$ cat config.mk
export PLATFORM = sky130hd
export DESIGN_NAME = frac_tod_counter
export DESIGN_NICKNAME = d
export VERILOG_FILES = /design/src/rtl/frac_tod_pkg.sv /design/src/rtl/frac_tod_decode.sv /design/src/rtl/frac_tod_accum.sv /design/src/rtl/frac_tod_snap.sv /design/src/rtl/frac_tod_counter.sv
export SDC_FILE = /design/constraint.sdc
export NUM_CORES = 1
export LEC_CHECK = 0
export BUFFER_PORTS_ARGS = -buffer_cell sky130_fd_sc_hd__buf_2
export CAP_MARGIN = 20
export CORE_MARGIN = 2
export CORE_UTILIZATION = 54
export DETAILED_ROUTE_END_ITERATION = 8
export MAX_ROUTING_LAYER = met4
export PLACE_DENSITY = 0.83
export SETUP_SLACK_MARGIN = 0.1
export SYNTH_ARGS = -nofsm -noshare
export SYNTH_HDL_FRONTEND = slang
export SYNTH_HIERARCHICAL = 1
export SYNTH_SLANG_ARGS = --single-unit
$ cat constraint.sdc
create_clock -name clk -period 5.7 [get_ports clk]
set_input_delay 0.855 -clock clk [delete_from_list [all_inputs] [get_ports clk]]
set_output_delay 0.855 -clock clk [all_outputs]
set_load 0.005 [all_outputs]
$ cat src/rtl/frac_tod_pkg.sv
package frac_tod_pkg;
   typedef enum logic [2:0] {
      SEL_NONE = 3'd0,
      SEL_CFG  = 3'd1,
      SEL_FRAC = 3'd2,
      SEL_INT  = 3'd3,
      SEL_INC  = 3'd4
   } reg_sel_e;
endpackage

$ cat src/rtl/frac_tod_decode.sv
module frac_tod_decode
   import frac_tod_pkg::*;
#(
   parameter int ADDR_W   = 12,
   parameter logic [ADDR_W-1:0] OFS_CFG  = 'hF00,
   parameter logic [ADDR_W-1:0] OFS_FRAC = 'hF08,
   parameter logic [ADDR_W-1:0] OFS_INT  = 'hF10,
   parameter logic [ADDR_W-1:0] OFS_INC  = 'hF18
) (
   input  logic              clk,
   input  logic              rst_n,
   input  logic              wr,
   input  logic              rd,
   input  logic [ADDR_W-1:0] addr,
   output reg_sel_e          sel,
   output logic              wr_cfg,
   output logic              wr_inc,
   output logic              wr_int,
   output logic              wr_frac,
   output logic              rd_int
);
   generate
      if (OFS_CFG == OFS_FRAC || OFS_CFG == OFS_INT || OFS_CFG == OFS_INC ||
          OFS_FRAC == OFS_INT || OFS_FRAC == OFS_INC || OFS_INT == OFS_INC) begin : g_bad_map
         $error("frac_tod_decode: register offsets must be distinct");
      end
   endgenerate

   always_comb begin
      if (addr == OFS_CFG)       sel = SEL_CFG;
      else if (addr == OFS_FRAC) sel = SEL_FRAC;
      else if (addr == OFS_INT)  sel = SEL_INT;
      else if (addr == OFS_INC)  sel = SEL_INC;
      else                       sel = SEL_NONE;
   end

   assign wr_cfg  = wr && (sel == SEL_CFG);
   assign wr_inc  = wr && (sel == SEL_INC);
   assign wr_int  = wr && (sel == SEL_INT);
   assign wr_frac = wr && (sel == SEL_FRAC);
   assign rd_int  = rd && (sel == SEL_INT);

   // at most one register is written per cycle, none for undefined offsets
   p_one_write_r10: assert property (@(posedge clk) disable iff (!rst_n)
      $onehot0({wr_cfg, wr_inc, wr_int, wr_frac}));
   p_undef_nowr_r10: assert property (@(posedge clk) disable iff (!rst_n)
      (addr != OFS_CFG && addr != OFS_FRAC && addr != OFS_INT && addr != OFS_INC)
      |-> !(wr_cfg || wr_inc || wr_int || wr_frac));
endmodule

$ cat src/rtl/frac_tod_accum.sv
module frac_tod_accum #(
   parameter int INT_W  = 64,
   parameter int FRAC_W = 32,
   parameter int INC_W  = 64,
   parameter int SEG_W  = 32,
   localparam int TOT_W   = INT_W + FRAC_W,
   localparam int NUM_SEG = TOT_W / SEG_W
) (
   input  logic              clk,
   input  logic              rst_n,
   input  logic              run,
   input  logic [INC_W-1:0]  inc,
   input  logic              ld_int,
   input  logic [INT_W-1:0]  ld_int_val,
   input  logic              ld_frac,
   input  logic [FRAC_W-1:0] ld_frac_val,
   output logic [TOT_W-1:0]  acc
);
   generate
      if (TOT_W % SEG_W != 0) begin : g_bad_seg
         $error("frac_tod_accum: SEG_W must divide INT_W+FRAC_W");
      end
      if (INC_W > TOT_W) begin : g_bad_inc
         $error("frac_tod_accum: increment wider than accumulator");
      end
   endgenerate

   logic [TOT_W-1:0]  acc_q;
   logic [TOT_W-1:0]  inc_ext;
   logic [TOT_W-1:0]  sum;
   logic [NUM_SEG-1:0] cy;

   assign inc_ext = TOT_W'(inc);
   assign cy[0]   = 1'b0;

   // Segmented carry chain; the last segment drops its carry (modulo 2^TOT_W)
   generate
      for (genvar g = 0; g < NUM_SEG; g++) begin : g_seg
         if (g < NUM_SEG - 1) begin : g_mid
            assign {cy[g+1], sum[g*SEG_W +: SEG_W]} =
               {1'b0, acc_q[g*SEG_W +: SEG_W]} + {1'b0, inc_ext[g*SEG_W +: SEG_W]}
               + (SEG_W+1)'(cy[g]);
         end else begin : g_top
            assign sum[g*SEG_W +: SEG_W] =
               acc_q[g*SEG_W +: SEG_W] + inc_ext[g*SEG_W +: SEG_W] + SEG_W'(cy[g]);
         end
      end
   endgenerate

   always_ff @(posedge clk or negedge rst_n) begin
      if (!rst_n) begin
         acc_q <= '0;
      end else if (ld_int || ld_frac) begin
         if (ld_int)  acc_q[TOT_W-1:FRAC_W] <= ld_int_val;
         if (ld_frac) acc_q[FRAC_W-1:0]     <= ld_frac_val;
      end else if (run) begin
         acc_q <= sum;
      end
   end

   assign acc = acc_q;

   // one step per enabled edge, modulo 2^TOT_W
   p_step_r2: assert property (@(posedge clk) disable iff (!rst_n)
      (run && !ld_int && !ld_frac) |=> acc_q == TOT_W'($past(acc_q) + $past(inc_ext)));
   // disabled means hold
   p_hold_r3: assert property (@(posedge clk) disable iff (!rst_n)
      (!run && !ld_int && !ld_frac) |=> $stable(acc_q));
   // direct loads take priority and leave the other part untouched
   p_load_int_r8: assert property (@(posedge clk) disable iff (!rst_n)
      (ld_int && !ld_frac) |=> (acc_q[TOT_W-1:FRAC_W] == $past(ld_int_val))
                               && (acc_q[FRAC_W-1:0] == $past(acc_q[FRAC_W-1:0])));
   p_load_frac_r8: assert property (@(posedge clk) disable iff (!rst_n)
      (ld_frac && !ld_int) |=> (acc_q[FRAC_W-1:0] == $past(ld_frac_val))
                               && (acc_q[TOT_W-1:FRAC_W] == $past(acc_q[TOT_W-1:FRAC_W])));
endmodule

$ cat src/rtl/frac_tod_snap.sv
module frac_tod_snap #(
   parameter int FRAC_W = 32
) (
   input  logic              clk,
   input  logic              rst_n,
   input  logic              cap,
   input  logic [FRAC_W-1:0] frac_in,
   output logic [FRAC_W-1:0] frac_out
);
   logic [FRAC_W-1:0] snap_q;

   always_ff @(posedge clk or negedge rst_n) begin
      if (!rst_n)   snap_q <= '0;
      else if (cap) snap_q <= frac_in;
   end

   assign frac_out = snap_q;

   // the captured fraction only moves on a capture strobe
   p_snap_hold_r7: assert property (@(posedge clk) disable iff (!rst_n)
      !cap |=> $stable(snap_q));
   p_snap_take_r7: assert property (@(posedge clk) disable iff (!rst_n)
      cap |=> snap_q == $past(frac_in));
endmodule

$ cat src/rtl/frac_tod_counter.sv
module frac_tod_counter
   import frac_tod_pkg::*;
#(
   parameter int ADDR_W = 12,
   parameter int DATA_W = 64,
   parameter int INT_W  = 64,
   parameter int FRAC_W = 32,
   parameter int SEG_W  = 32,
   parameter logic [ADDR_W-1:0] OFS_CFG  = 'hF00,
   parameter logic [ADDR_W-1:0] OFS_FRAC = 'hF08,
   parameter logic [ADDR_W-1:0] OFS_INT  = 'hF10,
   parameter logic [ADDR_W-1:0] OFS_INC  = 'hF18,
   localparam int TOT_W = INT_W + FRAC_W
) (
   input  logic              clk,
   input  logic              rst_n,
   input  logic              reg_wr,
   input  logic              reg_rd,
   input  logic [ADDR_W-1:0] reg_addr,
   input  logic [DATA_W-1:0] reg_wdata,
   output logic [DATA_W-1:0] reg_rdata
);
   generate
      if (INT_W > DATA_W || FRAC_W > DATA_W) begin : g_bad_width
         $error("frac_tod_counter: time words must fit the data width");
      end
   endgenerate

   reg_sel_e          sel;
   logic              wr_cfg, wr_inc, wr_int, wr_frac, rd_int;
   logic              run_q;
   logic [DATA_W-1:0] inc_q;
   logic [TOT_W-1:0]  acc;
   logic [FRAC_W-1:0] snap;

   frac_tod_decode #(
      .ADDR_W(ADDR_W), .OFS_CFG(OFS_CFG), .OFS_FRAC(OFS_FRAC),
      .OFS_INT(OFS_INT), .OFS_INC(OFS_INC)
   ) u_decode (
      .clk(clk), .rst_n(rst_n), .wr(reg_wr), .rd(reg_rd), .addr(reg_addr),
      .sel(sel), .wr_cfg(wr_cfg), .wr_inc(wr_inc), .wr_int(wr_int),
      .wr_frac(wr_frac), .rd_int(rd_int)
   );

   always_ff @(posedge clk or negedge rst_n) begin
      if (!rst_n) begin
         run_q <= 1'b0;
         inc_q <= '0;
      end else begin
         if (wr_cfg) run_q <= reg_wdata[0];
         if (wr_inc) inc_q <= reg_wdata;
      end
   end

   frac_tod_accum #(
      .INT_W(INT_W), .FRAC_W(FRAC_W), .INC_W(DATA_W), .SEG_W(SEG_W)
   ) u_accum (
      .clk(clk), .rst_n(rst_n), .run(run_q), .inc(inc_q),
      .ld_int(wr_int), .ld_int_val(reg_wdata[INT_W-1:0]),
      .ld_frac(wr_frac), .ld_frac_val(reg_wdata[FRAC_W-1:0]),
      .acc(acc)
   );

   frac_tod_snap #(.FRAC_W(FRAC_W)) u_snap (
      .clk(clk), .rst_n(rst_n), .cap(rd_int),
      .frac_in(acc[FRAC_W-1:0]), .frac_out(snap)
   );

   always_comb begin
      unique case (sel)
         SEL_CFG:  reg_rdata = DATA_W'(run_q);
         SEL_FRAC: reg_rdata = DATA_W'(snap);
         SEL_INT:  reg_rdata = DATA_W'(acc[TOT_W-1:FRAC_W]);
         SEL_INC:  reg_rdata = inc_q;
         default:  reg_rdata = '0;
      endcase
   end

   // the increment register captures the written word at that edge
   p_inc_load_r5: assert property (@(posedge clk) disable iff (!rst_n)
      wr_inc |=> inc_q == $past(reg_wdata));
   // enable follows wdata bit 0 of a configuration write
   p_cfg_load_r4: assert property (@(posedge clk) disable iff (!rst_n)
      wr_cfg |=> run_q == $past(reg_wdata[0]));
   p_cfg_zero_r4: assert property (@(posedge clk) disable iff (!rst_n)
      (reg_addr == OFS_CFG) |-> reg_rdata[DATA_W-1:1] == '0);
   // undefined offsets read zero
   p_undef_zero_r10: assert property (@(posedge clk) disable iff (!rst_n)
      (reg_addr != OFS_CFG && reg_addr != OFS_FRAC && reg_addr != OFS_INT &&
       reg_addr != OFS_INC) |-> reg_rdata == '0);
endmodule

* Yosys cells after proc, flatten, opt, wreduce, memory -nomap -nowiden *
Cells that the tools add are included.

storage, ports and cells
  bits in registers = 193
  input port bits = 80
  output and inout port bits = 64
  word-level logic and storage cells = 37

cells by class
  $add $sub $neg = 4
  eq/ne operators = 10
  multiplexer cells = 9
  reductions and logical operators = 9

operator list
  operator                                                                 count
  64-bit case mux with 4 select lines                                      1
  96-bit two-way mux                                                       2
  32-bit by 32-bit adder with 33-bit output                                2
  64-bit two-way mux                                                       1
  12-bit equality test, second input constant                              4
  33-bit by 1-bit adder with 33-bit output                                 1
  32-bit by 1-bit adder with 32-bit output                                 1
  32-bit two-way mux                                                       1
  3-bit two-way mux                                                        4
  3-bit by 2-bit equality test with 1-bit output, second input constant    2
  1-bit logical AND                                                        5
  2-bit by 1-bit inequality test with 1-bit output, second input constant  2
  2-bit AND reduction                                                      2
  3-bit by 1-bit equality test with 1-bit output, second input constant    1
  3-bit equality test, second input constant                               1
  2-bit nonzero test                                                       1
  1-bit logical OR                                                         1

* Depth between registers and ports, before layout *
Gate-level depths: netlist (run 1).

  depth in word-level cells = 10
  mapped depth = 30
  gate-level depth less buffers = 30

* By module *
Netlist (run 1), hierarchy kept.

modules (own cells, without submodules)
  module            instances  cells an instance  area each (µm²)  sequential area each (µm²)
  frac_tod_accum    1          938                7,721.2          2,402.3
  frac_tod_counter  1          295                3,622.2          1,626.6
  frac_tod_snap     1          68                 1,345.0          800.8
  frac_tod_decode   1          21                 131.4            0.0

* Worst setup path before layout (run 1) *
Ideal clock, no wire load.

  kind = register -> register
  start = reg u_accum.acc_q[0], in the netlist u_accum/acc[0]
  end = reg u_accum.acc_q[94], in the netlist u_accum/acc[94]
  library setup time = 133 ps
  data arrival time = 5,660 ps
  data required time = 5,567 ps
  slack = -94 ps
  cell stages (with the launch flop) = 31
  path buffers = 0
  period minus slack after synthesis = 5,794 ps
  path through = dfrtp_1 ha_1 fa_1 a211oi_1 o211ai_1 nand4_2 a31oi_4 o211ai_2 nor2_2 nor3_1 o21ai_0 o21ai_0 fa_1 fa_1 nor2b_1 o311a_1 o21ai_1 a211oi_1 o21ai_0 nand3_1 a211oi_2 o21ai_0 ha_1 ha_1 nand3_1 or2_2 nor2_1 nand2_1 nor2_1 xnor2_1 o21ai_0

on the way
  longest elaborated chain between the ends = 5

RTL lines
  item                                       line                  RTL
  start: declaration                         frac_tod_accum.sv:28  logic [TOT_W-1:0] acc_q;
  start signal: indexed assignment           frac_tod_accum.sv:54  if (ld_int) acc_q[TOT_W-1:FRAC_W] <= ld_int_val;
  start signal: indexed assignment           frac_tod_accum.sv:55  if (ld_frac) acc_q[FRAC_W-1:0] <= ld_frac_val;
  start signal: assignment                   frac_tod_accum.sv:57  acc_q <= sum;
  32-bit by 32-bit adder with 33-bit output  frac_tod_accum.sv:41  {1'b0, acc_q[g*SEG_W +: SEG_W]} + {1'b0, inc_ext[g*SEG_W +: SEG_W]}
  33-bit by 1-bit adder with 33-bit output   frac_tod_accum.sv:42  + (SEG_W+1)'(cy[g]);
  32-bit by 1-bit adder with 32-bit output   frac_tod_accum.sv:45  acc_q[g*SEG_W +: SEG_W] + inc_ext[g*SEG_W +: SEG_W] + SEG_W'(cy[g]);
  96-bit two-way mux                         frac_tod_accum.sv:56  end else if (run) begin
  96-bit two-way mux                         frac_tod_accum.sv:53  end else if (ld_int || ld_frac) begin

No other way between the ends. The select of a mux whose other input is x is not followed.
A chain may end at the register's enable or synchronous reset.

* Worst setup path in the final report (run 1) *
  start = reg inc_q[11]
  end = reg u_accum.acc_q[88], in the netlist u_accum/acc[88]

on the way
  longest elaborated chain between the ends = 5

RTL lines
  item                                       line                    RTL
  start: declaration                         frac_tod_counter.sv:32  logic [DATA_W-1:0] inc_q;
  start signal: assignment                   frac_tod_counter.sv:51  if (wr_inc) inc_q <= reg_wdata;
  32-bit by 32-bit adder with 33-bit output  frac_tod_accum.sv:41
  33-bit by 1-bit adder with 33-bit output   frac_tod_accum.sv:42
  32-bit by 1-bit adder with 32-bit output   frac_tod_accum.sv:45
  96-bit two-way mux                         frac_tod_accum.sv:56
  96-bit two-way mux                         frac_tod_accum.sv:53

No other way between the ends. The select of a mux whose other input is x is not followed.

==> metrics.txt, run 1 <==
CTS root buf=clkbuf_16; status=finished with violations; post-synth top area cell=dfrtp_1; pwr dens=between 150 and 200 nW/um2; dpl hpwl=28,100 um; RSZ-0062 raised after global routing=true; met2 Use GR=a little over half; count leader, synth=dfrtp_1; crit path max-delay cell type=dfrtp_1; Slew headroom=34.1%; Crit Path Class=reg -> reg; fmax=around 0.17 GHz; Gate power share=under 10%; CP endpoint kind=flip-flop; global routing's busiest layer=met2; worst hold path type=in -> async; Pleak=between 7 and 8 nW; GRT met3 Usage=6.68%; Congestion Overflow GR=0; CP top delay family=compound AO/OA/AOI/OAI gates; Clock Skew=between 0.01 and 0.015 ns; most used cell, CP=o21ai_2; H-Tree Depth=4; Yosys reg bits=slightly below 200; initial DRC count=1,275; Worst Path Arrival=approximately 6.1 ns; Post-synth EDFFs=0; WHS=between 0.4 and 0.5 ns; Residual DRC=0; I/O pins=144; DR vias/cell=6.42; via count=roughly 12k; Core Area=about 23,000 um2; M1 GR Usage=a little under half; largest cells by area after synthesis=dfrtp_1, ha_1, mux2_2; CTS clk-pin slew, worst paths=around 0.08 ns; Layout Nets=approximately 1.7k; # rows=56; sinks on the clock net=193; vias in the first global route=12.1k; Async SR Flop Fraction=100%; final core occ=about two thirds; Die ar.=roughly 25,000 um2; share of power burned in registers=50.3%; Final Cell Area=15,700 um2; VDD IR max=~170 uV; clk buf depth=2; Synth warnings=6; Final min period=around 5.8 ns; port bufs=approximately 140; share of the synthesized area in the top cell type=37.7%; Final setup viols=5; endpoints failing hold=0; Setup WS post-layout=-0.0691 ns; WP buf/inv=1; placed cells=between 1.5k and 2k; max-slew violation count=0; slowest stage delay, CP=~0.42 ns; Hold-fix buffers, CTS=0; first-pass GRT wire length=around 65,000 um; DRT Wirelength=41,800 um; share of cells above drive strength 1=about 33%; fin cells=between 1.5k and 2k; largest net degree at the start of global routing=96; Avg Cell Area, Syn=just under 10 um2; fin crit share=101%; Detail Route Antenna Nets=0; chip height=about 160 um; initial antenna violation count=0; chip width=between 150 and 200 um; Post-Syn Instances=1,322; worst skew pair latency=about 0.45 ns; violated checks=negative setup slack; total track usage=a little over a third; Area growth syn-to-layout=22.4%; top post-synthesis cells by count=dfrtp_1, o21ai_0, nand2_1, a21oi_1, nor2_1; Final Wtd Congestion=between 0.9 and 1; Critical Path RT=~6 ns; switching pwr=0.000654 W; dominant synthesized flop cell=dfrtp_1; worst-path fanout max=3; CTS tree=built; Worst Setup Start Kind=flip-flop; post-synthesis sequential area ratio=a little under two fifths; CTS Buf Count=17; routed len/inst=around 22 um; diode count=0; Int Power=approximately 0.0021 W; Post-Syn Nets=roughly 1.5k; max-cap viol count=0; first drt pass iteration count=7; Clk pwr share=45.5%; starting density of the core=54.8%; TNS Setup=-0.207 ns; Sw Share=between 20% and 30%; placed cell areas=between 10,000 and 15,000 um2; worst-margin pin slew=between 0.9 and 1 ns; mapped cell area=12,800 um2; Distinct cells, synth=84
==> metal layers <==
| metal | vias to the layer above | share of wire [%] |
|---|---|---|
| met2 | 746 | 47 |
| met3 | 155 | 8.8 |
| met5 | - | 0 |
| li1 | 5379 | - |
| met1 | 5900 | 40 |
| met4 | 0 | 4.3 |
==> area by class of cell <==
cell class | instances | area [um2]
multi-input combinational | 1024 | 7820
fill | 1788 | 7710
sequential | 193 | 4830
timing repair buffer | 300 | 1930
clock buffer | 20 | 457
tap | 319 | 399
clock inverter | 12 | 145
inverter | 29 | 109
==> worst reg2reg max path: cells and delay by family, from the launching register on <==
| family | cells | cell delay (ns) |
|---|---|---|
| AND/OR/NAND/NOR | 11 | 1.70 |
| flip-flops | 1 | 0.42 |
| adder cells (fa/ha/maj) | 5 | 1.46 |
| XOR/XNOR | 1 | 0.20 |
| buffers and inverters | 1 | 0.13 |
| AO/OA/AOI/OAI | 11 | 1.71 |
==> through the flow <==
stage / power (W) / setup slack [ns]
3_5_place_dp: 0.00152 / -0.429
2_1_floorplan: 0.00143 / 0.116
6_report: 0.00275 / -0.0691
4_1_cts: 0.00276 / 0.0457
3_3_place_gp: 0.00152 / -0.254
5_1_grt: 0.00283 / -0.212
==> worst paths after layout <==
path	start	slack, ns	cells past startpoint	end
min in group clk	u_snap/frac_out[4]	0.51	1	u_snap/frac_out[4]
worst min-delay path	rst_n	0.49	1	u_accum/acc[71]
worst max register to register	inc_q[11]	-0.07	29	u_accum/acc[88]
worst max-delay path	inc_q[11]	-0.07	29	u_accum/acc[88]
max in group asynchronous	rst_n	3.95	2	u_accum/acc[45]
worst min register to register	u_snap/frac_out[4]	0.51	1	u_snap/frac_out[4]
==> timing repair <==
action | 4_1_cts | 5_1_grt
setup endpoints to repair | 30 | 30
pin swaps | 20 | 27
buffers inserted | 40 | 10
gates resized for setup | 38 | 46
==> cell usage in the layout, fill, tap and decap left out, types with 6 or more instances in the layout <==
| master | count |
|---|---|
| a31oi_1 | 6 |
| mux2_4 | 30 |
| a21oi_1 | 75 |
| a211oi_1 | 8 |
| nor3b_1 | 32 |
| a221oi_1 | 7 |
| mux2_2 | 69 |
| o21ai_2 | 6 |
| nand3_1 | 27 |
| clkbuf_16 | 17 |
| a22o_1 | 32 |
| inv_1 | 28 |
| dfrtp_1 | 193 |
| nor2_1 | 64 |
| o21a_1 | 7 |
| o21ai_0 | 94 |
| buf_4 | 151 |
| xnor2_1 | 29 |
| a22oi_1 | 25 |
| mux2i_1 | 7 |
| xor2_1 | 36 |
| and3_1 | 44 |
| nor2b_1 | 9 |
| o211ai_1 | 6 |
| nor3_2 | 6 |
| nor3_1 | 14 |
| nand2b_1 | 7 |
| a211o_1 | 34 |
| a21o_1 | 24 |
| nor2_4 | 9 |
| buf_2 | 142 |
| nand4_1 | 18 |
| ha_1 | 58 |
| o21ai_1 | 24 |
| ha_4 | 7 |
| nand2_1 | 101 |
==> registers in the layout, indices dropped and copies added (netlist names) <==
name             count
u_snap/frac_out     32
inc_q               64
run_q                1
u_accum/acc         96
==> logic make-up (layout without fill, tap and decap cells) <==
group                    after synthesis  after routing  share of synthesized area [%]
multiplexers                         106            106                           10.1
XOR/XNOR                              68             68                           4.65
adder cells (fa/ha/maj)               69             69                           6.91
flip-flops                           193            193                           37.7
AO/OA/AOI/OAI                        401            401                           20.9
buffers and inverters                105            361                           4.08
AND/OR/NAND/NOR                      380            380                           15.6
==> power groups by stage <==
stage               Clock, W  Combinational, W  Sequential (W)
floorplan                  0         0.0000266         0.00141
global placement           0          0.000112         0.00141
detailed placement         0          0.000113         0.00141
CTS                  0.00126          0.000114         0.00138
global route         0.00132          0.000127         0.00138
finish               0.00125          0.000116         0.00138
Power figures use the tool's default switching activity.
==> run 2, diff against run 1 <==
--- a/config.mk
+++ b/config.mk
@@ -5,13 +5,14 @@
 export SDC_FILE = /design/constraint.sdc
 export NUM_CORES = 1
 export LEC_CHECK = 0
+export ABC_AREA = 1
 export BUFFER_PORTS_ARGS = -buffer_cell sky130_fd_sc_hd__buf_2
 export CAP_MARGIN = 20
 export CORE_MARGIN = 2
-export CORE_UTILIZATION = 54
+export CORE_UTILIZATION = 55
 export DETAILED_ROUTE_END_ITERATION = 8
 export MAX_ROUTING_LAYER = met4
-export PLACE_DENSITY = 0.83
+export PLACE_DENSITY = 0.84
 export SETUP_SLACK_MARGIN = 0.1
 export SYNTH_ARGS = -nofsm -noshare
 export SYNTH_HDL_FRONTEND = slang
==> run 2 against run 1 <==
Register-to-register slack improved by 0.68 ns. Via count rose by 30%. Clock-buffer cell count rose by 1. Largest cell class unchanged. Cell count rose by 51%. Utilization fell by 5.7 points. The run now ends clean. Highest routed layer unchanged. Worst setup slack improved by 0.68 ns. Clock power fell by 3%.
==> metrics.txt, run 2 <==
Slew headroom=34.2% (was 34.1%); max-cap viol count=0 (unchanged); largest cells by area after synthesis=dfrtp_1, nand2_1, inv_1 (was dfrtp_1, ha_1, mux2_2); final core occ=61.4% (was 67.1%); port bufs=143 (unchanged); post-synth top area cell=dfrtp_1 (unchanged); DR vias/cell=5.55 (was 6.42); Avg Cell Area, Syn=6.41 um2 (was 9.70 um2); Final Wtd Congestion=1.03 (was 0.989); RSZ-0062 raised after global routing=false (was true); VDD IR max=219 uV (was 173 uV); Detail Route Antenna Nets=0 (unchanged); dominant synthesized flop cell=dfrtp_1 (unchanged); placed cell areas=16,000 um2 (was 14,400 um2); initial DRC count=1,495 (was 1,275); Area growth syn-to-layout=9.19% (was 22.4%); most common cell after layout, fill and taps aside=nand2_1 (was dfrtp_1); Post-Syn Instances=2,375 (was 1,322); top post-synthesis cells by count=nand2_1, inv_1, nor2_1, nand3_1, dfrtp_1 (was dfrtp_1, o21ai_0, nand2_1, a21oi_1, nor2_1); Die ar.=29,000 um2 (was 25,000 um2); Distinct cells, synth=47 (was 84); commonest cells after routing, fill and taps aside=nand2_1, inv_1, nor2_1 (was dfrtp_1, buf_4, buf_2); DRT Wirelength=49,500 um (was 41,800 um); chip width=170 um (was 158 um); chip height=170 um (was 158 um); Congestion Overflow GR=0 (unchanged); WP buf/inv=2 (was 1); diode count=0 (unchanged); dpl hpwl=37,000 um (was 28,100 um); fin crit share=89.3% (was 101%); CTS Buf Count=17 (unchanged); Hold-fix buffers, CTS=0 (unchanged); I/O pins=144 (unchanged); Reg2Reg Capture Point=u_accum/acc[86] (was u_accum/acc[88]); slowest stage delay, CP=0.42 ns (about the same); initial antenna violation count=0 (unchanged); fmax=0.196 GHz (was 0.173 GHz); # rows=60 (was 56); pwr dens=325 nW/um2 (was 175 nW/um2); CTS clk-pin slew, worst paths=0.08 ns (about the same); worst skew pair latency=0.45 ns (about the same); CTS tree=built (unchanged); worst reg2reg setup slack=0.61 ns (was -0.07 ns); Critical Path RT=6.03 ns (was 5.99 ns); sinks on the clock net=193 (unchanged); Core Area=27,100 um2 (was 23,400 um2); H-Tree Depth=4 (unchanged); number of cells on the worst reg-to-reg path=33 (was 29); largest net degree at the start of global routing=111 (was 96); Final Cell Area=16,600 um2 (was 15,700 um2); Async SR Flop Fraction=100% (unchanged); Worst Path Arrival=5.42 ns (was 6.06 ns); worst-margin pin slew=0.985 ns (was 0.984 ns); CP endpoint kind=flip-flop (unchanged); Clock Skew=0.0192 ns (was 0.0133 ns); vias in the first global route=15.3k (was 12.1k); clk buf depth=2 (unchanged); TNS Setup=0 ns (was -0.207 ns); count leader, synth=nand2_1 (was dfrtp_1); total track usage=35.7% (was 34.7%); Layout Nets=2,621 (was 1,714); first drt pass iteration count=8 (was 7); Yosys reg bits=193 (unchanged); worst-path fanout max=4 (was 3); starting density of the core=56.2% (was 54.8%); Post-CTS Setup Inserts=0 (was 40); Final setup viols=0 (was 5); via count=15.8k (was 12.2k); Pleak=9.68 nW (was 7.87 nW); crit path max-delay cell type=fa_1 (was dfrtp_1); Synth warnings=6 (unchanged); post-synthesis sequential area ratio=31.7% (was 37.7%); most used cell, CP=nand3_1 (was o21ai_2); share of cells above drive strength 1=10.9% (was 32.8%); Worst R2R Start=inc_q[0] (was inc_q[11]); max-slew violation count=0 (unchanged); Largest register FFs=96 (unchanged); endpoints failing hold=0 (unchanged); status=finished, final reports clean (was finished with violations); mapped cell area=15,200 um2 (was 12,800 um2); CP top delay family=simple AND/OR/NAND/NOR gates (was compound AO/OA/AOI/OAI gates); first-pass GRT wire length=78,700 um (was 65,000 um); Crit Path Class=reg -> reg (unchanged); Residual DRC=0 (unchanged); CTS root buf=clkbuf_16 (unchanged); Post-Syn Nets=2,524 (was 1,471); Post-synth EDFFs=0 (unchanged); share of the synthesized area in the top cell type=31.7% (was 37.7%); worst hold path type=in -> async (unchanged); routed len/inst=17.3 um (was 22.0 um); Worst Setup Start Kind=flip-flop (unchanged); Final min period=5.09 ns (was 5.77 ns)
[run 2: cell types whose count changed after synthesis, moves of 30 or more]
cell / delta
mux2_4: -30
nand3_1: +175
clkbuf_1: -32
inv_1: +296
nor2_1: +159
nand2_1: +763
a211o_1: -34
and3_1: -46
mux2_2: -37
a22o_1: -32
nor3b_1: -32
[run 2: worst max-delay path by stage]
stage	from	end	slack, ns	cells past startpoint
after floorplan	u_accum/acc[0]	u_accum/acc[86]	1.45	33
after global placement	u_accum/acc[0]	u_accum/acc[94]	0.77	32
after detailed placement	u_accum/acc[0]	u_accum/acc[94]	0.66	32
after CTS	u_accum/acc[0]	u_accum/acc[94]	0.61	32
after global routing	u_accum/acc[0]	u_accum/acc[86]	0.11	33
final	inc_q[0]	u_accum/acc[86]	0.61	33
[run 2: final cells by class]
class	count	area, um2
Inverter	332	1260
Clock inverter	11	104
Timing Repair Buffer	158	875
Sequential cell	193	4830
Clock buffer	21	470
Fill cell	2540	10500
Tap cell	372	465
Multi-Input combinational cell	1770	8630
[run 2: through the flow]
| step | power, W | setup WS (ns) | cells | hold slack, ns |
|---|---|---|---|---|
| after global placement | 0.00410 | 0.771 | 2824 | 0.454 |
| final | 0.00540 | 0.608 | 2857 | 0.408 |
| after CTS | 0.00538 | 0.612 | 2856 | 0.477 |
| after floorplan | 0.00350 | 1.45 | 2375 | 0.442 |
| after detailed placement | 0.00417 | 0.659 | 2824 | 0.460 |
| after global routing | 0.00582 | 0.109 | 2857 | 0.506 |
[run 2: what timing repair did]
action | in CTS | in global routing
setup endpoints to repair | 0 | 4
hold endpoints to repair | 0 | 0
gates resized for setup | 0 | 1
[run 2: per-layer routing]
layer	up-vias	track usage, %	part of all wire (%)
met5	-	-	0
met4	0	14.7	4.2
met3	145	5.86	8.1
met2	772	58.3	47
met1	7300	44.1	41
li1	7628	-	-
[run 2: logic make-up after synthesis]
kind of cell,count (synthesis),share of synthesized area (%)
simple gates,1384,37.5
xor+xnor,38,2.18
compound gates,247,8.60
buf+inv,412,11.8
mux,32,2.37
flops,193,31.7
fa+ha+maj,69,5.82
[run 2: where the power goes]
part / internal [W] / total [W] / switching [W] / leakage (nW)
Sequential: 0.00159 / 0.00184 / 0.000249 / 2.36
Combinational: 0.000813 / 0.00235 / 0.00154 / 7.04
Clock: 0.000641 / 0.00121 / 0.000566 / 0.280
